[src/rtl/srch_pkg.sv]
package srch_pkg;
  localparam int unsigned KIND_W = 2;
  localparam int unsigned STAT_W = 3;

  typedef enum logic [KIND_W-1:0] {
    SLOT_WR0 = 2'd0,
    SLOT_WR1 = 2'd1,
    SLOT_RD  = 2'd2
  } slot_kind_e;

  typedef enum logic [2:0] {
    ST_IDLE,
    ST_RD_ID,
    ST_RD_CMP,
    ST_EVAL,
    ST_WR
  } seq_state_e;

  // field order is the caller's view of the status word
  typedef struct packed {
    logic dir;
    logic cmp;
    logic id;
  } step_stat_t;
endpackage

[src/rtl/srch_resolve.sv]
module srch_resolve
  import srch_pkg::*;
(
  input  logic       id_i,
  input  logic       cmp_i,
  input  logic       pref_i,
  output logic       err_o,
  output logic       dir_o,
  output step_stat_t stat_o
);
  logic split;

  always_comb begin
    err_o  = id_i & cmp_i;
    split  = ~(id_i ^ cmp_i);
    dir_o  = err_o ? 1'b0 : (split ? pref_i : id_i);
    stat_o = '{dir: dir_o, cmp: cmp_i, id: id_i};
  end
endmodule

[src/rtl/srch_seq.sv]
module srch_seq
  import srch_pkg::*;
(
  input  logic              clk_i,
  input  logic              rst_ni,
  input  logic              start_i,
  input  logic              pref_i,
  input  logic              ack_i,
  input  logic              bit_i,
  input  logic              err_i,
  input  logic              dir_i,
  output logic              id_o,
  output logic              cmp_o,
  output logic              pref_o,
  output logic              busy_o,
  output logic              fin_o,
  output logic              slot_req_o,
  output logic [KIND_W-1:0] slot_kind_o
);
  seq_state_e state_q;
  slot_kind_e kind_q;
  logic       req_q, id_q, cmp_q, pref_q;

  always_ff @(posedge clk_i or negedge rst_ni) begin
    if (!rst_ni) begin
      state_q <= ST_IDLE;
      kind_q  <= SLOT_RD;
      req_q   <= 1'b0;
      id_q    <= 1'b0;
      cmp_q   <= 1'b0;
      pref_q  <= 1'b0;
    end else begin
      req_q <= 1'b0;
      unique case (state_q)
        ST_IDLE: if (start_i) begin
          pref_q  <= pref_i;
          req_q   <= 1'b1;
          kind_q  <= SLOT_RD;
          state_q <= ST_RD_ID;
        end
        ST_RD_ID: if (ack_i) begin
          id_q    <= bit_i;
          req_q   <= 1'b1;
          kind_q  <= SLOT_RD;
          state_q <= ST_RD_CMP;
        end
        ST_RD_CMP: if (ack_i) begin
          cmp_q   <= bit_i;
          state_q <= ST_EVAL;
        end
        ST_EVAL: begin
          if (err_i) begin
            state_q <= ST_IDLE;
          end else begin
            req_q   <= 1'b1;
            kind_q  <= dir_i ? SLOT_WR1 : SLOT_WR0;
            state_q <= ST_WR;
          end
        end
        ST_WR: if (ack_i) state_q <= ST_IDLE;
        default: state_q <= ST_IDLE;
      endcase
    end
  end

  assign id_o        = id_q;
  assign cmp_o       = cmp_q;
  assign pref_o      = pref_q;
  assign busy_o      = (state_q != ST_IDLE);
  assign fin_o       = ((state_q == ST_EVAL) && err_i) || ((state_q == ST_WR) && ack_i);
  assign slot_req_o  = req_q;
  assign slot_kind_o = kind_q;


  req_pulse_chk: assert property (@(posedge clk_i) disable iff (!rst_ni)
    slot_req_o |=> !slot_req_o);

  req_busy_chk: assert property (@(posedge clk_i) disable iff (!rst_ni)
    slot_req_o |-> busy_o);

  kind_legal_chk: assert property (@(posedge clk_i) disable iff (!rst_ni)
    slot_req_o |-> (slot_kind_o != 2'd3));

  err_no_write_chk: assert property (@(posedge clk_i) disable iff (!rst_ni)
    ((state_q == ST_EVAL) && err_i) |=> (!slot_req_o && !busy_o));

  idle_ack_chk: assert property (@(posedge clk_i) disable iff (!rst_ni)
    (!busy_o && !start_i) |=> !slot_req_o);
endmodule

[src/rtl/srch_status.sv]
module srch_status
  import srch_pkg::*;
(
  input  logic              clk_i,
  input  logic              rst_ni,
  input  logic              fin_i,
  input  step_stat_t        stat_i,
  output logic              done_o,
  output logic [STAT_W-1:0] stat_o
);
  logic              done_q;
  logic [STAT_W-1:0] stat_q;

  always_ff @(posedge clk_i or negedge rst_ni) begin
    if (!rst_ni) begin
      done_q <= 1'b0;
      stat_q <= '0;
    end else begin
      done_q <= fin_i;
      if (fin_i) stat_q <= stat_i;
    end
  end

  assign done_o = done_q;
  assign stat_o = stat_q;


  stat_hold_chk: assert property (@(posedge clk_i) disable iff (!rst_ni)
    !$stable(stat_o) |-> done_o);

  done_pulse_chk: assert property (@(posedge clk_i) disable iff (!rst_ni)
    done_o |=> !done_o);
endmodule

[src/rtl/search_step_unit.sv]
module search_step_unit
  import srch_pkg::*;
(
  input  logic              clk_i,
  input  logic              rst_ni,
  input  logic              step_start_i,
  input  logic              pref_dir_i,
  output logic              step_busy_o,
  output logic              step_done_o,
  output logic [STAT_W-1:0] step_status_o,
  output logic              slot_req_o,
  output logic [KIND_W-1:0] slot_kind_o,
  input  logic              slot_ack_i,
  input  logic              slot_bit_i
);
  logic       id_b, cmp_b, pref_b, err_b, dir_b, fin_b;
  step_stat_t stat_b;

  srch_seq i_seq (
    .clk_i      (clk_i),
    .rst_ni     (rst_ni),
    .start_i    (step_start_i),
    .pref_i     (pref_dir_i),
    .ack_i      (slot_ack_i),
    .bit_i      (slot_bit_i),
    .err_i      (err_b),
    .dir_i      (dir_b),
    .id_o       (id_b),
    .cmp_o      (cmp_b),
    .pref_o     (pref_b),
    .busy_o     (step_busy_o),
    .fin_o      (fin_b),
    .slot_req_o (slot_req_o),
    .slot_kind_o(slot_kind_o)
  );

  srch_resolve i_resolve (
    .id_i  (id_b),
    .cmp_i (cmp_b),
    .pref_i(pref_b),
    .err_o (err_b),
    .dir_o (dir_b),
    .stat_o(stat_b)
  );

  srch_status i_status (
    .clk_i (clk_i),
    .rst_ni(rst_ni),
    .fin_i (fin_b),
    .stat_i(stat_b),
    .done_o(step_done_o),
    .stat_o(step_status_o)
  );


  stat_legal_chk: assert property (@(posedge clk_i) disable iff (!rst_ni)
    step_done_o |-> (step_status_o inside {3'b000, 3'b100, 3'b101, 3'b010, 3'b011}));

  done_idle_chk: assert property (@(posedge clk_i) disable iff (!rst_ni)
    step_done_o |-> !step_busy_o);
endmodule

[config.mk]
export PLATFORM = sky130hd
export DESIGN_NAME = search_step_unit
export DESIGN_NICKNAME = d
export VERILOG_FILES = /design/src/rtl/srch_pkg.sv /design/src/rtl/srch_resolve.sv /design/src/rtl/srch_seq.sv /design/src/rtl/srch_status.sv /design/src/rtl/search_step_unit.sv
export SDC_FILE = /design/constraint.sdc
export NUM_CORES = 1
export LEC_CHECK = 0
export ABC_AREA = 1
export CAP_MARGIN = 10
export CORE_MARGIN = 4
export CORE_UTILIZATION = 45
export CTS_CLUSTER_DIAMETER = 120
export DETAILED_ROUTE_END_ITERATION = 6
export GPL_ROUTABILITY_DRIVEN = 1
export PLACE_DENSITY = 0.72
export SYNTH_ARGS = -nofsm -noshare
export SYNTH_HDL_FRONTEND = slang
export SYNTH_SLANG_ARGS = --single-unit
[constraint.sdc]
create_clock -name clk_i -period 1.2 [get_ports clk_i]
set_input_delay 0.18 -clock clk_i [delete_from_list [all_inputs] [get_ports clk_i]]
set_output_delay 0.18 -clock clk_i [all_outputs]
set_load 0.02 [all_outputs]
==> impl_metrics.py <==
metrics = {
    "place": {
        "dpl-instance-area_um2": 884.6,
        "dp_worst_setup_slack_ps": -78.33,
        "numPortBuffers": 13,
        "post-dp-hpwl_mm": 1.115,
        "finalWeightedCongestion": 0.7889,
    },
    "setup_path": {
        "crit_fanout": 4,
        "cp_data_arrival_time_ps": 1410,
        "regToRegStartpoint": "i_seq.state_q[2]",
        "crit_buf_inv": 2,
        "ff2ff_setup_slack_ps": 10,
        "critical_path.cell_chain": "buf_6 -> inv_2 -> nand2_2 -> nor2_4 -> nand2_4 -> nand2_4 -> nand2_1 -> nand2_1",
        "slowest_stage": "sky130_fd_sc_hd__dfrtp_1",
        "worst_reg2reg_path_depth": 8,
        "required_ps": 1420,
        "timing.rr.end": "i_status.stat_o[0]",
        "crit_path_max_incr_delay_ps": 410,
        "critical_path_class": "register to register",
        "crit_path_end_kind": "register",
        "cp_top_family": "simple AND/OR/NAND/NOR gates",
        "crit_path_start_kind": "register",
    },
    "grt": {
        "first_global_vias": 559,
        "largest_net_degree_at_the_start_of_global_routing": 8,
        "grt_antenna_before_repair": 0,
        "grt_usage_pct": 15.89,
        "wire_length_of_the_first_global_routing_pass_mm": 2.359,
        "gr-total-overflow": 0,
    },
    "timing": {
        "worstMarginPinSlew_ps": 352.3,
        "final-setup-viol-count": 0,
        "timing_max_transition_violations_final": 0,
        "clock_skew_ps": 0.2598,
        "whs_ps": 165.1,
        "fin_crit_sh_pct": 99.04,
        "achievable-frequency_ghz": 0.8414,
        "rsz0062_at_grt": "true",
        "max_slew_margin_pct": 76.44,
        "worst_slack_ps": 11.49,
        "finalWorstPathRequiredPeriod_ps": 1189,
        "hold_viol_final": 0,
    },
    "synthesis": {
        "synth.net_count": 81,
        "synth_area_in_xor_xnor_pct": 0,
        "synth_warnings": 0,
        "netlist-cell-type-count": 20,
        "syn_area_per_cell_um2": 8.927,
        "muxShareOfSynthArea_pct": 0,
        "synth.cell_area_um2": 660.6,
        "synthesized_instance_count": 74,
        "seq_area_frac_synth_pct": 49.43,
        "post_synth_fa_ha_maj_area_fraction_pct": 1.894,
        "synth_compound_gate_area_share_pct": 7.765,
        "synth_seq_cells": 13,
        "yosys.area_share.simple_pct": 34.09,
        "largest_family_of_logic_cells_by_synthesized_area": "simple AND/OR/NAND/NOR gates",
    },
    "route": {
        "drt-initial-drc-count": 6,
        "route.detailed.drc": 0,
        "ant_nets": 0,
        "total_via_count_after_detailed_routing": 589,
        "detail_route.first_pass.iterations": 4,
        "totalWireLength_mm": 1.542,
        "routed_wire_length_per_instance_um": 12.96,
        "routed_via_density": 4.950,
    },
    "final_layout": {
        "diodes": 0,
        "final_cell_area_um2": 963.4,
        "layout.filler_cells": 112,
        "synthToLayoutAreaGrowth_pct": 45.83,
        "register_area_um2": 326.6,
        "design.final.nets": 112,
        "multiInputGateArea_um2": 325.3,
        "drive_above_1_share_pct": 42.31,
    },
    "floorplan": {
        "std_cell_rows": 13,
        "boundaryPins": 14,
        "die_area_um2": 2145,
        "die_width_um": 46.32,
        "core_footprint_um2": 1334,
        "floorplan.initialDensity_pct": 49.53,
        "die_height_um": 46.32,
    },
    "clocking": {
        "clock_sinks": 13,
        "cts-root-to-sink-buffers": 2,
        "cts.hold.buffers_added": 0,
        "cts_root_buffer": "sky130_fd_sc_hd__clkbuf_4",
        "clock_tree_from_tritoncts": "built",
        "clk_pin_slew_worst_paths_ps": 80,
        "h_tree_depth_reported_by_cts": 1,
        "worst_skew_pair.late_latency_ps": 280,
        "numCtsBuffers": 3,
    },
    "power": {
        "finalPower_mw": 2.600,
        "vdd_ir_drop_max_uv": 1565,
        "power_switching_share_pct": 44.29,
        "p_int_mw": 1.449,
        "power.static_leakage_nw": 0.5268,
        "share_comb_of_total_power_pct": 59.6,
        "power.switching_mw": 1.151,
        "power.clock.fraction_pct": 10.8,
        "power-per-cell-area_nw_per_um2": 2699,
        "p_seq_share_pct": 29.6,
    },
    "job": {
        "cap_violations": 0,
    },
    "run_status": {
        "run_status": "complete, no violations",
    },
    "hold_path": {
        "hold_path.class": "primary input to asynchronous set/reset pin",
    },
}
-- cell type report --
cell class	count	area share, %
flip-flops and latches	13	33.90
repair buffers	26	22.99
well taps	15	1.948
multi-input cells	49	33.77
clock buffers	4	2.727
inverters	12	4.675
-- metrics by stage --
stage,setup TNS (ps),std cells,util [%]
after floorplan,0,74,-
after global placement,-341.6,112,66.32
after detailed placement,-407.2,112,66.32
after CTS,0,116,66.98
after global routing,-214.3,119,72.23
final,0,119,72.23
-- cell usage in the layout (no fill, tap or decap), types with 2 or more instances in the layout --
cell                              netlist  layout
sky130_fd_sc_hd__nor2_4                 1       2
sky130_fd_sc_hd__dlygate4sd2_1          0       5
sky130_fd_sc_hd__inv_1                  8       6
sky130_fd_sc_hd__o21ai_0                3       2
sky130_fd_sc_hd__nand2_4                2       3
sky130_fd_sc_hd__clkbuf_4               0       3
sky130_fd_sc_hd__o21ai_1                2       3
sky130_fd_sc_hd__dfrtp_1               12      12
sky130_fd_sc_hd__nand2_2                4       5
sky130_fd_sc_hd__buf_6                  0       2
sky130_fd_sc_hd__clkdlybuf4s50_1        0       5
sky130_fd_sc_hd__nand3_1                8       7
sky130_fd_sc_hd__nand3_2                2       3
sky130_fd_sc_hd__buf_4                  0      12
sky130_fd_sc_hd__inv_2                  4       6
sky130_fd_sc_hd__nand2_1               18      16
-- cell usage after synthesis (all sizes together) --
cell	instances	area, µm²
a21oi	1	5.000
a31oi	1	12.51
dfrtp	12	300.3
dfstp	1	26.28
ha	1	12.51
inv	12	45.04
nand2	24	115.1
nand3	10	60.06
nand3b	1	7.510
nand4	2	18.77
nor2	3	23.77
o21ai	6	33.78
-- power by group through the flow --
stage | Sequential (mW) | Clock, mW | Combinational (mW)
6_report | 0.769 | 0.280 | 1.55
5_1_grt | 0.790 | 0.305 | 1.70
3_5_place_dp | 0.760 | 0 | 1.42
3_3_place_gp | 0.749 | 0 | 1.39
4_1_cts | 0.748 | 0.282 | 1.33
2_1_floorplan | 0.902 | 0 | 0.685
-- worst max-delay path by stage --
stage / startpoint / to / slack (ps) / depth (start not counted)
after floorplan: i_seq.cmp_o / i_seq.slot_kind_o[0] / 120 / 6
after global routing: i_seq.state_q[2] / i_status.stat_o[0] / -50 / 8
final: i_seq.state_q[2] / i_status.stat_o[0] / 10 / 8
after detailed placement: i_seq.slot_kind_o[1] / slot_kind_o[1] / -80 / 1
after CTS: i_seq.state_q[0] / step_busy_o / 10 / 3
after global placement: i_seq.slot_kind_o[1] / slot_kind_o[1] / -80 / 1
-- state kept, by name, summed over array words and instances, names as in the netlist --
register,cells
i_seq.state_q,3
i_seq.cmp_o,1
i_status.done_o,1
i_seq.slot_req_o,1
i_seq.id_o,1
i_status.stat_o,3
i_seq.pref_o,1
i_seq.slot_kind_o,2
-- kinds of logic (layout without fill, tap and decap cells) --
logic type	Yosys count	count (layout)
buffers and inverters	12	42
AOI/OAI and AO/OA	8	8
and+or+nand+nor	40	40
adders and majority gates	1	1
DFF	13	13
-- per-layer routing --
metal	part of all wire [%]	GRT usage [%]	vias up
li1	-	-	300
met3	4.1	3.906	5
met4	2.0	6.818	0
met5	0	0	-
met1	45	19.76	273
met2	49	25.82	11
-- repair_timing --
action                                  in CTS  in global routing
pin swaps                                    0                  4
resized for setup                           14                 15
buffers inserted                             0                  3
endpoints found under the setup margin       8                  8
Note: power is estimated with default switching activity, not from simulation.
